[config.mk]
export PLATFORM = sky130hd
export DESIGN_NAME = sir_pulse_encoder
export DESIGN_NICKNAME = d
export VERILOG_FILES = /design/src/rtl/sir_enc_pkg.sv /design/src/rtl/sir_bit_phase.sv /design/src/rtl/sir_lp_divider.sv /design/src/rtl/sir_pulse_shaper.sv /design/src/rtl/sir_pulse_encoder.sv
export SDC_FILE = /design/constraint.sdc
export NUM_CORES = 1
export LEC_CHECK = 0
export BUFFER_PORTS_ARGS = -buffer_cell sky130_fd_sc_hd__buf_2
export CAP_MARGIN = 20
export CORE_ASPECT_RATIO = 0.8
export CORE_MARGIN = 2
export CORE_UTILIZATION = 45
export CTS_CLUSTER_DIAMETER = 120
export DETAILED_ROUTE_END_ITERATION = 6
export GPL_ROUTABILITY_DRIVEN = 0
export PLACE_DENSITY_LB_ADDON = 0.1
export SLEW_MARGIN = 20
export SYNTH_ARGS = -nofsm -noshare
export SYNTH_HDL_FRONTEND = slang
export SYNTH_HIERARCHICAL = 1
export SYNTH_SLANG_ARGS = --single-unit
[constraint.sdc]
create_clock -name clk -period 8.03 [get_ports clk]
set_input_delay 1.2045 -clock clk [delete_from_list [all_inputs] [get_ports clk]]
set_output_delay 1.2045 -clock clk [all_outputs]
set_load 0.005 [all_outputs]
[src/rtl/sir_enc_pkg.sv]
package sir_enc_pkg;

  // Divider wraps when the next count would reach the divisor.
  function automatic logic div_wrap(input logic [31:0] cnt, input logic [31:0] div);
    return (cnt + 32'd1) >= div;
  endfunction

  // Oversampling phase wraps after the last tick of a bit.
  function automatic logic phase_wrap(input logic [31:0] ph, input logic [31:0] ovs);
    return ph == (ovs - 32'd1);
  endfunction

  // True on the unit that ends a running pulse.
  function automatic logic last_unit(input logic [31:0] left);
    return left == 32'd1;
  endfunction

endpackage

[src/rtl/sir_bit_phase.sv]
module sir_bit_phase #(
  parameter int OVS = 16
) (
  input  logic clk,
  input  logic rst_n,
  input  logic active,
  input  logic tick,
  output logic bit_start
);
  import sir_enc_pkg::*;
  localparam int PH_W = (OVS > 1) ? $clog2(OVS) : 1;

  logic [PH_W-1:0] phase_q;

  assign bit_start = active && tick && (phase_q == '0);

  always_ff @(posedge clk) begin
    if (!rst_n) begin
      phase_q <= '0;
    end else if (!active) begin
      phase_q <= '0;
    end else if (tick) begin
      if (phase_wrap(32'(phase_q), 32'(OVS)))
        phase_q <= '0;
      else
        phase_q <= phase_q + PH_W'(1);
    end
  end
endmodule

[src/rtl/sir_lp_divider.sv]
module sir_lp_divider #(
  parameter int PSC_W = 8
) (
  input  logic             clk,
  input  logic             rst_n,
  input  logic             active,
  input  logic [PSC_W-1:0] div,
  output logic             lp_edge
);
  import sir_enc_pkg::*;

  logic [PSC_W-1:0] cnt_q;
  logic             wrap;

  assign wrap    = div_wrap(32'(cnt_q), 32'(div));
  assign lp_edge = active && wrap;

  always_ff @(posedge clk) begin
    if (!rst_n) begin
      cnt_q <= '0;
    end else if (!active || wrap) begin
      cnt_q <= '0;
    end else begin
      cnt_q <= cnt_q + PSC_W'(1);
    end
  end
endmodule

[src/rtl/sir_pulse_shaper.sv]
module sir_pulse_shaper #(
  parameter int UNITS = 3
) (
  input  logic clk,
  input  logic rst_n,
  input  logic active,
  input  logic bit_start,
  input  logic unit_evt,
  input  logic arm_now,
  output logic pulse_q
);
  import sir_enc_pkg::*;
  localparam int CNT_W = $clog2(UNITS + 1);

  logic             pend_q;
  logic [CNT_W-1:0] left_q;
  logic             fire;

  assign fire = unit_evt && (bit_start ? arm_now : pend_q);

  always_ff @(posedge clk) begin
    if (!rst_n || !active) begin
      pend_q  <= 1'b0;
      left_q  <= '0;
      pulse_q <= 1'b0;
    end else begin
      if (bit_start) begin
        pend_q  <= arm_now;
        left_q  <= '0;
        pulse_q <= 1'b0;
      end
      if (fire) begin
        pend_q  <= 1'b0;
        left_q  <= CNT_W'(UNITS);
        pulse_q <= 1'b1;
      end else if (!bit_start && unit_evt && (left_q != '0)) begin
        left_q <= left_q - CNT_W'(1);
        if (last_unit(32'(left_q)))
          pulse_q <= 1'b0;
      end
    end
  end
endmodule

[src/rtl/sir_pulse_encoder.sv]
module sir_pulse_encoder #(
  parameter int PSC_W       = 8,
  parameter int OVS         = 16,
  parameter int PULSE_UNITS = 3
) (
  input  logic             clk,
  input  logic             rst_n,
  input  logic             enc_en,
  input  logic             lowpwr_sel,
  input  logic [PSC_W-1:0] psc_div,
  input  logic             tick16,
  input  logic             tx_bit,
  input  logic             rx_busy,
  output logic             ir_out
);
  logic active;
  logic bit_start;
  logic lp_edge;
  logic unit_evt;
  logic arm_now;
  logic pulse_q;

  assign active   = enc_en && (psc_div != '0);
  assign unit_evt = lowpwr_sel ? lp_edge : (active && tick16);
  assign arm_now  = !tx_bit && !rx_busy;
  assign ir_out   = pulse_q;

  sir_bit_phase #(.OVS(OVS)) u_phase (
    .clk(clk), .rst_n(rst_n), .active(active), .tick(tick16), .bit_start(bit_start)
  );

  sir_lp_divider #(.PSC_W(PSC_W)) u_div (
    .clk(clk), .rst_n(rst_n), .active(active), .div(psc_div), .lp_edge(lp_edge)
  );

  sir_pulse_shaper #(.UNITS(PULSE_UNITS)) u_shape (
    .clk(clk), .rst_n(rst_n), .active(active), .bit_start(bit_start),
    .unit_evt(unit_evt), .arm_now(arm_now), .pulse_q(pulse_q)
  );
endmodule

==> impl_summary.txt <==
----------------------------------------------------
[Die]
  Number of placement rows ... 15
  Number of ports placed on the die boundary ... 16
  Core footprint ... 2160 sq um
  Die width ... 57.6 microns
  Starting density of the core ... 0.480
  Die area ... 2700 sq um
  Die boundary height ... 46.9 microns

[Worst setup path]
  Required time of the critical path ... 8.25 ns
  Critical R2R Launch ... u_div/cnt_q[0]
  Class of the most critical setup path ... in -> reg
  Endpoint of the most critical register-to-register path ... u_shape/left_q[1]
  Reg2reg setup slack ... 5.15 ns
  Data arrival, critical path ... 3.14 ns
  Type of destination of the critical path ... register
  Worst reg2reg path depth ... 13
  Maximum fanout along the worst path ... 9
  Critical Path Source Type ... primary input

[Finish]
  Ratio of cells with drive above 1 in the final layout ... 0.203
  Layout net count ... 167
  Synth-to-layout area growth ... 13.8%
  Top library cells by usage in the layout, fill and taps aside ... 16 x sky130_fd_sc_hd__dfxtp_1, 15 x sky130_fd_sc_hd__buf_2, 13 x sky130_fd_sc_hd__inv_1, 13 x sky130_fd_sc_hd__ha_1, 11 x sky130_fd_sc_hd__nand2_1
  Antenna diode count ... 0
  Most common cell after layout, fill and taps aside ... sky130_fd_sc_hd__dfxtp_1
  Filler instances ... 208
  Count of placed standard cells in the final layout, fillers left out ... 163

[Yosys]
  Post-Synthesis Mean Instance Area ... 8.71 sq um
  Syn Std Cell Area ... 1040 sq um
  Post-synth net total ... 147
  Sequential cell area fraction in the yosys report ... 0.309
  Post-synthesis sequential element count ... 16
  Post-Syn Instances ... 119
  Synth warnings ... 6
  Number of unique standard cell types used by synthesis ... 33

[Min path]
  Worst min path class ... reg -> reg
  End point of the worst hold path ... u_phase/phase_q[3]
  Hold Startpoint ... u_phase/phase_q[3]
  Hold Path Cell Cnt ... 2

[Pwr]
  Leakage power figure ... 0.535 nW
  Proportion of power drawn by flip-flops and latches ... 0.542
  Switching power as a share of total power ... 0.230
  Power per standard cell area ... 127 nW/um^2
  Power share of the combinational group ... 0.111
  Net switching power ... 0.0345 mW
  Internal ... 0.115 mW
  Clock power frac ... 0.347
  Worst ir drop on vdd ... 0.131 mV

[Clocking]
  Setup repair bufs after CTS ... 0
  Post-CTS resize count ... 0
  Cell at the root of the clock tree ... sky130_fd_sc_hd__clkbuf_4
  Buffers from clock root to sink, at most ... 2
  Num Clock Sinks ... 16
  Clock H-tree levels ... 1
  Total CTS buffers ... 3
  Worst-skew pair later-pin latency ... 0.28 ns
  Clock transition at path regs ... 0.09 ns
  TritonCTS clock tree ... yes
  Total of hold buffers inserted after clock tree synthesis ... 0

[Timing]
  Final Skew ... 0.00909 ns
  Fin Setup TNS ... 0 ns
  Number of failing hold endpoints at the final stage ... 0
  Slew at the pin with the worst max-slew slack ... 0.376 ns
  Max-slew violation count ... 0
  Max-slew headroom ... 0.749
  Final worst slack ... 5.11 ns
  Achievable clock frequency ... 342 MHz
  Part of the cycle the worst path needs ... 0.364
  RSZ-0062 raised after global routing ... no
  Fin Hold WS ... 0.501 ns
  Clock period minus final worst setup slack ... 2.92 ns
  Final-report setup violation count ... 0

[Placed design]
  Half-perimeter wire length after detailed placement ... 1.58 mm
  Post-place setup slack ... 4.81 ns
  Placed cell count ... 159
  # port buffers ... 15

[Route]
  Final ANT Viol Nets ... 0
  DRC Markers ... 0
  Post-detailed-routing wire length ... 1.90 mm
  Number of optimization iterations in the first detailed-route pass ... 4
  Via density per instance ... 5.15
  Detailed-route via count ... 839
  Average routed wire per standard cell ... 11.7 microns
  Violation count after the first detailed-routing iteration ... 20

[Global route]
  Maximum number of pins on one net before global-route repair ... 10
  Final global-route overflow total ... 0
  GR Util met2 ... 0.209
  Met3 capacity usage during global routing ... 0.0468
  Number of global-route vias before repair ... 688
  Peak-usage layer in the global routing report ... met1
  Met1 usage ... 0.228
  Number of antenna violations at the first check in global routing ... 0
  Total global-route track usage ... 0.152
  Global-route wire length before repair ... 3.08 mm

[Status]
  Status ... finished clean

[Job]
  Max-cap check violation count ... 0

----------------------------------------------------
[kinds of logic (layout without fill, tap and decap cells)]
family                     count (synthesis)  count (layout)  share of synthesized area
AOI/OAI and AO/OA                         17              17                      0.115
adders and majority gates                 13              13                      0.157
xor gates and xnor gates                   7               7                     0.0592
buffers and inverters                     13              32                     0.0471
and+or+nand+nor                           51              51                      0.293
muxes                                      2               2                     0.0193
DFF                                       16              16                      0.309
[metal layers]
layer,vias to the layer above,part of all wire
met5,-,0
met2,12,0.39
met3,0,0.049
met1,370,0.56
li1,457,-
met4,0,0
[flip-flops by register name, summed over array words and instances, names as in the netlist]
name / count
u_shape/pend_q: 1
u_shape/pulse_q: 1
u_div/cnt_q: 8
u_shape/left_q: 2
u_phase/phase_q: 4
[cell type report]
cell class / count / area (sq um) / share of cell area
tap: 25 / 31.3 / 0.0265
sequential: 16 / 320 / 0.272
clock buffer: 4 / 36.3 / 0.0308
timing repair buffer: 15 / 75.1 / 0.0637
multi-input combinational: 90 / 667 / 0.566
inverter: 13 / 48.8 / 0.0414
[worst max-delay path, stage by stage]
cell	delay, ns
sky130_fd_sc_hd__buf_2	0.10
sky130_fd_sc_hd__inv_1	0.04
sky130_fd_sc_hd__ha_1	0.31
sky130_fd_sc_hd__and3_1	0.22
sky130_fd_sc_hd__a221oi_2	0.27
sky130_fd_sc_hd__o21ai_2	0.17
sky130_fd_sc_hd__o21a_1	0.21
sky130_fd_sc_hd__a22o_1	0.23
sky130_fd_sc_hd__nand2b_1	0.14
sky130_fd_sc_hd__nand3b_1	0.09
sky130_fd_sc_hd__a31oi_1	0.15
[cell usage after synthesis]
master	number	share of area
sky130_fd_sc_hd__nor2b_1	2	0.012
sky130_fd_sc_hd__xor2_1	5	0.042
sky130_fd_sc_hd__nor3b_1	5	0.036
sky130_fd_sc_hd__nand2_1	11	0.040
sky130_fd_sc_hd__nor3b_2	1	0.012
sky130_fd_sc_hd__a31oi_1	2	0.012
sky130_fd_sc_hd__nand2b_1	3	0.018
sky130_fd_sc_hd__a21o_1	2	0.014
sky130_fd_sc_hd__inv_1	13	0.047
sky130_fd_sc_hd__o21ai_2	1	0.0085
sky130_fd_sc_hd__nand3b_1	2	0.014
sky130_fd_sc_hd__a41o_2	1	0.011
sky130_fd_sc_hd__and3_1	1	0.0060
sky130_fd_sc_hd__ha_1	13	0.16
sky130_fd_sc_hd__or3_1	2	0.012
sky130_fd_sc_hd__dfxtp_1	16	0.31
sky130_fd_sc_hd__and2b_1	1	0.0072
sky130_fd_sc_hd__a221oi_2	1	0.014
sky130_fd_sc_hd__xnor2_1	2	0.017
sky130_fd_sc_hd__nand3_1	5	0.024
sky130_fd_sc_hd__o21a_1	1	0.0072
sky130_fd_sc_hd__nor4_2	2	0.024
sky130_fd_sc_hd__a21oi_1	5	0.024
sky130_fd_sc_hd__nor3_2	1	0.0097
sky130_fd_sc_hd__nor2_1	7	0.025
sky130_fd_sc_hd__nand3_2	1	0.0097
sky130_fd_sc_hd__nor3_1	3	0.014
sky130_fd_sc_hd__mux2i_1	2	0.019
sky130_fd_sc_hd__a22o_1	1	0.0085
sky130_fd_sc_hd__and2_1	1	0.0060
sky130_fd_sc_hd__nand4_1	2	0.012
sky130_fd_sc_hd__o21ai_0	3	0.014
sky130_fd_sc_hd__and4_2	1	0.0097
[per-stage QoR]
step	cell area [sq um]	utilization	total power, mW
floorplan	1040	-	0.0923
global placement	1140	0.529	0.0992
detailed placement	1140	0.529	0.0997
CTS	1180	0.546	0.154
global route	1180	0.546	0.159
finish	1180	0.546	0.150
[power by group through the flow]
stage	combinational, mW	sequential, mW	clock [mW]
finish	0.0166	0.0812	0.0519
global route	0.0192	0.0814	0.0588
CTS	0.0168	0.0812	0.0556
detailed placement	0.0166	0.0830	0
global placement	0.0162	0.0830	0
floorplan	0.00951	0.0828	0
[worst max path at each step]
stage | from | to | slack [ns] | depth (start not counted)
finish | psc_div[7] | u_shape/left_q[1] | 5.11 | 11
global placement | psc_div[7] | u_shape/left_q[0] | 4.87 | 11
global route | u_div/cnt_q[0] | u_shape/left_q[1] | 4.87 | 13
CTS | psc_div[7] | u_shape/left_q[1] | 5.13 | 11
detailed placement | psc_div[7] | u_shape/left_q[0] | 4.81 | 11
floorplan | psc_div[7] | u_shape/left_q[1] | 5.06 | 10
Power figures use the tool's default switching activity.
